$ cat src/rtl/irx_pkg.sv
package irx_pkg;

    // Controller states of the receive decoder
    typedef enum logic [1:0] {
        IRX_IDLE = 2'd0,   // no bit timing, window always open
        IRX_HOLD = 2'd1,   // pulse taken, zero pending until mid-bit
        IRX_GAP  = 2'd2,   // window closed between mid-bit and early limit
        IRX_OPEN = 2'd3    // window open around the expected bit time
    } irx_state_e;

endpackage

$ cat src/rtl/irx_sync.sv
module irx_sync #(
    parameter int STAGES = 2
) (
    input  logic clk,
    input  logic rst,
    input  logic en,
    input  logic ir_raw_n,
    output logic fall_o
);

    logic [STAGES-1:0] chain;
    logic              last_q;

    for (genvar g = 0; g < STAGES; g++) begin : g_stage
        if (g == 0) begin : g_first
            always_ff @(posedge clk) begin
                if (rst || !en) chain[0] <= 1'b1;
                else            chain[0] <= ir_raw_n;
            end
        end else begin : g_next
            always_ff @(posedge clk) begin
                if (rst || !en) chain[g] <= 1'b1;
                else            chain[g] <= chain[g-1];
            end
        end
    end

    always_ff @(posedge clk) begin
        if (rst || !en) last_q <= 1'b1;
        else            last_q <= chain[STAGES-1];
    end

    // high then low on consecutive synchronised samples
    assign fall_o = last_q & ~chain[STAGES-1];

    // an edge is reported for one cycle only
    a_r8_single_fall: assert property (@(posedge clk) disable iff (rst)
        fall_o |=> !fall_o);

endmodule

$ cat src/rtl/irx_tick_ctr.sv
module irx_tick_ctr #(
    parameter int TICKS = 16
) (
    input  logic                     clk,
    input  logic                     rst,
    input  logic                     en,
    input  logic                     tick,
    input  logic                     clr,
    output logic [$clog2(TICKS)-1:0] cnt_o
);

    localparam int              CW   = $clog2(TICKS);
    localparam logic [CW-1:0]   LAST = CW'(TICKS - 1);

    always_ff @(posedge clk) begin
        if (rst || !en) begin
            cnt_o <= '0;
        end else if (clr) begin
            cnt_o <= '0;
        end else if (tick) begin
            if (cnt_o == LAST) cnt_o <= '0;
            else               cnt_o <= cnt_o + CW'(1);
        end
    end

    // the counter wraps after the last tick of a bit
    a_r5_wrap: assert property (@(posedge clk) disable iff (rst)
        (en && tick && !clr && cnt_o == LAST) |=> cnt_o == '0);

endmodule

$ cat src/rtl/irx_ctrl.sv
module irx_ctrl
    import irx_pkg::*;
#(
    parameter int TICKS     = 16,
    parameter int EARLY     = 4,
    parameter int IDLE_ONES = 12
) (
    input  logic                     clk,
    input  logic                     rst,
    input  logic                     en,
    input  logic                     tick,
    input  logic                     fall,
    input  logic [$clog2(TICKS)-1:0] cnt,
    output logic                     accept_o,
    output logic                     rxd_o,
    output irx_state_e               state_o
);

    localparam int            CW       = $clog2(TICKS);
    localparam logic [CW-1:0] MID_PRE  = CW'(TICKS / 2 - 1);
    localparam logic [CW-1:0] OPEN_PRE = CW'(TICKS - EARLY - 1);
    localparam int            OW       = $clog2(IDLE_ONES + 1);
    localparam logic [OW-1:0] ONES_MAX = OW'(IDLE_ONES);
    localparam logic [OW-1:0] ONES_PRE = OW'(IDLE_ONES - 1);

    irx_state_e    st, nxt;
    logic [OW-1:0] ones_q;
    logic          at_mid, at_open;

    assign at_mid   = tick && (cnt == MID_PRE);
    assign at_open  = tick && (cnt == OPEN_PRE);
    assign accept_o = fall && ((st == IRX_IDLE) || (st == IRX_OPEN));
    assign state_o  = st;

    // next-state decision
    always_comb begin
        nxt = st;
        unique case (st)
            IRX_IDLE: if (accept_o) nxt = IRX_HOLD;
            IRX_HOLD: if (at_mid)   nxt = IRX_GAP;
            IRX_GAP:  if (at_open)  nxt = IRX_OPEN;
            IRX_OPEN: begin
                if (accept_o)                      nxt = IRX_HOLD;
                else if (at_mid && ones_q == ONES_PRE) nxt = IRX_IDLE;
                else if (at_mid)                   nxt = IRX_GAP;
            end
        endcase
    end

    // state register
    always_ff @(posedge clk) begin
        if (rst || !en) st <= IRX_IDLE;
        else            st <= nxt;
    end

    // decoded line and run length of ones
    always_ff @(posedge clk) begin
        if (rst || !en) begin
            rxd_o  <= 1'b1;
            ones_q <= '0;
        end else begin
            unique case (st)
                IRX_IDLE: if (accept_o) ones_q <= '0;
                IRX_HOLD: if (at_mid)   rxd_o  <= 1'b0;
                IRX_GAP:  ;
                IRX_OPEN: begin
                    if (accept_o) begin
                        ones_q <= '0;
                    end else if (at_mid) begin
                        rxd_o <= 1'b1;
                        if (ones_q != ONES_MAX) ones_q <= ones_q + OW'(1);
                    end
                end
            endcase
        end
    end

    // a pending pulse becomes a zero at mid-bit
    a_r3_zero_at_mid: assert property (@(posedge clk) disable iff (rst)
        (en && st == IRX_HOLD && at_mid) |=> !rxd_o);

    // a window that closes empty yields a one
    a_r4_one_at_mid: assert property (@(posedge clk) disable iff (rst)
        (en && st == IRX_OPEN && at_mid && !accept_o) |=> rxd_o);

    // the line only moves at mid-bit, reset or disable
    a_r10_moves_on_mid: assert property (@(posedge clk) disable iff (rst)
        (rxd_o != $past(rxd_o)) |-> ($past(at_mid) || $past(rst) || !$past(en)));

    // the run counter never passes its limit
    a_r9_ones_bound: assert property (@(posedge clk) disable iff (rst)
        ones_q <= ONES_MAX);

endmodule

$ cat src/rtl/irx_decoder.sv
module irx_decoder
    import irx_pkg::*;
#(
    parameter int TICKS_PER_BIT = 16,
    parameter int EARLY_TICKS   = 4,
    parameter int SYNC_STAGES   = 2,
    parameter int IDLE_ONES     = 12
) (
    input  logic clk,
    input  logic rst,
    input  logic en,
    input  logic baud_tick,
    input  logic ir_rx_n,
    output logic rxd
);

    localparam int CW = $clog2(TICKS_PER_BIT);

    logic          fall;
    logic          accept;
    logic [CW-1:0] cnt;
    irx_state_e    state;

    irx_sync #(
        .STAGES   (SYNC_STAGES)
    ) u_sync (
        .clk      (clk),
        .rst      (rst),
        .en       (en),
        .ir_raw_n (ir_rx_n),
        .fall_o   (fall)
    );

    irx_tick_ctr #(
        .TICKS (TICKS_PER_BIT)
    ) u_ctr (
        .clk   (clk),
        .rst   (rst),
        .en    (en),
        .tick  (baud_tick),
        .clr   (accept),
        .cnt_o (cnt)
    );

    irx_ctrl #(
        .TICKS     (TICKS_PER_BIT),
        .EARLY     (EARLY_TICKS),
        .IDLE_ONES (IDLE_ONES)
    ) u_ctrl (
        .clk      (clk),
        .rst      (rst),
        .en       (en),
        .tick     (baud_tick),
        .fall     (fall),
        .cnt      (cnt),
        .accept_o (accept),
        .rxd_o    (rxd),
        .state_o  (state)
    );

    // disable returns the line high and the counter to zero
    a_r1_disabled_idle: assert property (@(posedge clk) disable iff (rst)
        !en |=> (rxd && cnt == '0 && state == IRX_IDLE));

    // an accepted edge resynchronises the counter
    a_r5_resync: assert property (@(posedge clk) disable iff (rst)
        (en && accept) |=> cnt == '0);

    // an edge in the closed gap leaves the counter alone
    a_r6_gap_ignores: assert property (@(posedge clk) disable iff (rst)
        (en && fall && state == IRX_GAP && !baud_tick) |=> cnt == $past(cnt));

    // an edge while a zero is pending leaves the counter alone
    a_r7_pending_ignores: assert property (@(posedge clk) disable iff (rst)
        (en && fall && state == IRX_HOLD && !baud_tick) |=> cnt == $past(cnt));

endmodule

$ cat config.mk
export PLATFORM = sky130hd
export DESIGN_NAME = irx_decoder
export DESIGN_NICKNAME = d
export VERILOG_FILES = /design/src/rtl/irx_pkg.sv /design/src/rtl/irx_sync.sv /design/src/rtl/irx_tick_ctr.sv /design/src/rtl/irx_ctrl.sv /design/src/rtl/irx_decoder.sv
export SDC_FILE = /design/constraint.sdc
export NUM_CORES = 1
export LEC_CHECK = 0
export ABC_CLOCK_PERIOD_IN_PS = 4650
export BUFFER_PORTS_ARGS = -buffer_cell sky130_fd_sc_hd__buf_2
export CORE_UTILIZATION = 43
export DETAILED_ROUTE_END_ITERATION = 16
export SYNTH_ARGS = -nofsm -noshare
export SYNTH_HDL_FRONTEND = slang
export SYNTH_SLANG_ARGS = --single-unit
export TNS_END_PERCENT = 30
$ cat constraint.sdc
create_clock -name clk -period 4.65 [get_ports clk]
set_input_delay 0.465 -clock clk [delete_from_list [all_inputs] [get_ports clk]]
set_output_delay 0.465 -clock clk [all_outputs]
set_load 0.05 [all_outputs]
==> metrics <==
Overflow after GRT=0; nets=114; Yosys warning count=0; slowest CP cell=or3b_1; wire per inst=11.1 um; crit start category=flop; detailed-placement wirelength estimate=1070 um; clock buffer depth=2; FFs w/ async S/R, synth=0%; Sw Ratio=21.4%; GP Congestion=0.787; clock latency at the later pin of the worst-skew pair=0.28 ns; Slew Viols, Final=0; Sink Count=14; Distinct cells, synth=33; post-route clock period utilization=42.8%; global-route met1 utilization=20.9%; Total GRT Usage=18.5%; fraction of layout cells with a size suffix above 1=13.1%; status=finished clean; DIE WIDTH=45.8 um; first-pass GRT wire length=2620 um; pre-CTS WS=2.67 ns; slew of the pin with the lowest slew margin=0.618 ns; die area=0.00209 mm^2; H-tree Lvls=1; Area after DPL=858 um^2; Worst path max stage delay=0.50 ns; final instance area=881 um^2; DR vias=652; Worst R2R Setup Slack=2.66 ns; Setup violations, final=0; largest net degree at the start of global routing=11; worst hold margin=0.370 ns; die height=45.8 um; Core ar.=0.00176 mm^2; ANT nets after route=0; CP top delay family=compound AO/OA/AOI/OAI gates; R2R cell count=6; row count=15; hold depth=2; Via density=5.26; hold_buf cts=0; Max Freq=503 MHz; TNS Setup=0 ns; total power=0.198 mW; setup ws final=2.66 ns; Worst Setup Path Type=flop to flop; Mapped Nets=107; number of buffers created by CTS=3; Setup crit end kind=flop; CP Cell Sequence=inv_1 -> ha_1 -> or3b_1 -> a22oi_4 -> o21ai_1 -> a31o_1; DRC Markers=0; combinational share of power=5.2%; Seq cells post-synth=14; P_int=0.155 mW; GR peak layer=met2; initial antenna violation count=0; Detailed Route Iter0 Violations=11; register area share after synthesis=34.0%; Worst Path Required=4.82 ns; Max-Cap Viols=0; PD cells=225 mW/mm^2; Syn Inst Count=94; met2 Use GR=29.4%; vias in the first global route=623; Synth top cells by count=dfxtp_1, nor2_1, nand2_1, ha_1, inv_1; Reg power frac=61.6%; Rel. slew slack=58.6%; Post-CTS Setup Repair Bufs=0; # resized after CTS=0; Buffers & Inverters on Critical Path=1; Area Overhead vs Synth=6.99%; CTS tree=yes; met3 usage in global routing=7.14%; RSZ-0062 raised after global routing=no; Primary FF master, synth=dfxtp_1; Filler cells=183; root buffer cell=clkbuf_4; syn avg cell area=8.76 um^2; Final Hold Vio Count=0; number of port buffers=5; CP max FO=6; clock power share=33.1%; antenna fix cells=0; Psw=0.0424 mW; Tightest Hold Check Type=input pin to flop; top-count cell post-synth=dfxtp_1; peak supply drop=0.144 mV; clock slew at reported path FFs=0.07 ns; Synth area leaders=dfxtp_1, ha_1, nor2_1, a21oi_1, nand2_1; number of top-level pins=6; initial core utilization=46.7%; Post-Syn Area=823 um^2; critical path arrival=2.16 ns; Routed WL=1380 um; First-pass DRT Iterations=4; Final min period=1.99 ns; Crit. path cell count=6; top cell type's share of synthesized area=34.0%; Yosys top cell by area=dfxtp_1; cell leakage power=0.322 nW; Final Skew=0.0103 ns; Post-synth EDFFs=0
[stage by stage]
| step | cells | util [%] |
|---|---|---|
| 2_1_floorplan | 94 | - |
| 5_1_grt | 124 | 49.9 |
| 6_report | 124 | 49.9 |
| 3_3_place_gp | 121 | 48.7 |
| 3_5_place_dp | 121 | 48.7 |
| 4_1_cts | 124 | 49.9 |
[placed cells by master, fill, tap and decap left out, types with 2 or more instances in the layout]
master	netlist	routed
dfxtp_1	14	14
nor2_1	10	10
nand2_1	9	9
inv_1	8	8
ha_1	8	8
a21oi_1	7	7
nand3_1	5	5
buf_2	1	5
o21ai_0	4	4
or3_1	4	4
clkbuf_4	0	3
nand4b_1	2	2
[path summary, 6_finish.rpt]
kind	start	end
worst max-delay path	u_ctrl.state_o[0]$_SDFFE_PP0P_	u_ctrl.state_o[0]$_SDFFE_PP0P_
worst min-delay path	ir_rx_n	u_sync.chain[0]$_SDFF_PP1_
worst max register to register	u_ctrl.state_o[0]$_SDFFE_PP0P_	u_ctrl.state_o[0]$_SDFFE_PP0P_
worst min register to register	u_sync.chain[0]$_SDFF_PP1_	u_sync.chain[1]$_SDFF_PP1_
[logic make-up after synthesis]
family	share of synthesized area, %
compound gates	19.0
xor+xnor	2.13
fa+ha+maj	12.2
buf+inv	6.23
flops	34.0
mux	2.58
simple gates	23.9
[cell type report]
type                       count  area, um^2  area share [%]
multi-input combinational     69         492            55.8
sequential                    14         280            31.8
tap                           25        31.3            3.55
inverter                       8        30.0            3.41
timing repair buffer           5        25.0            2.84
clock buffer                   3        22.5            2.56
[routing by layer]
layer  vias up  wire [um]
met4         0         27
met2        11        655
li1        345          -
met5         -          0
met3         2         47
met1       294        646
[state kept, by name, summed over array words and instances, names as in the netlist]
signal / flops
u_ctr.cnt_o: 4
u_ctrl.rxd_o: 1
u_ctrl.ones_q: 4
u_sync.last_q: 1
u_ctrl.state_o: 2
u_sync.chain: 2
[power groups by stage]
stage | registers, mW | clock network (mW) | logic [mW]
detailed placement | 0.125 | 0 | 0.0105
global route | 0.122 | 0.0771 | 0.0120
finish | 0.122 | 0.0655 | 0.0104
global placement | 0.125 | 0 | 0.0104
floorplan | 0.124 | 0 | 0.00670
CTS | 0.122 | 0.0700 | 0.0106
Note: power is estimated with default switching activity, not from simulation.
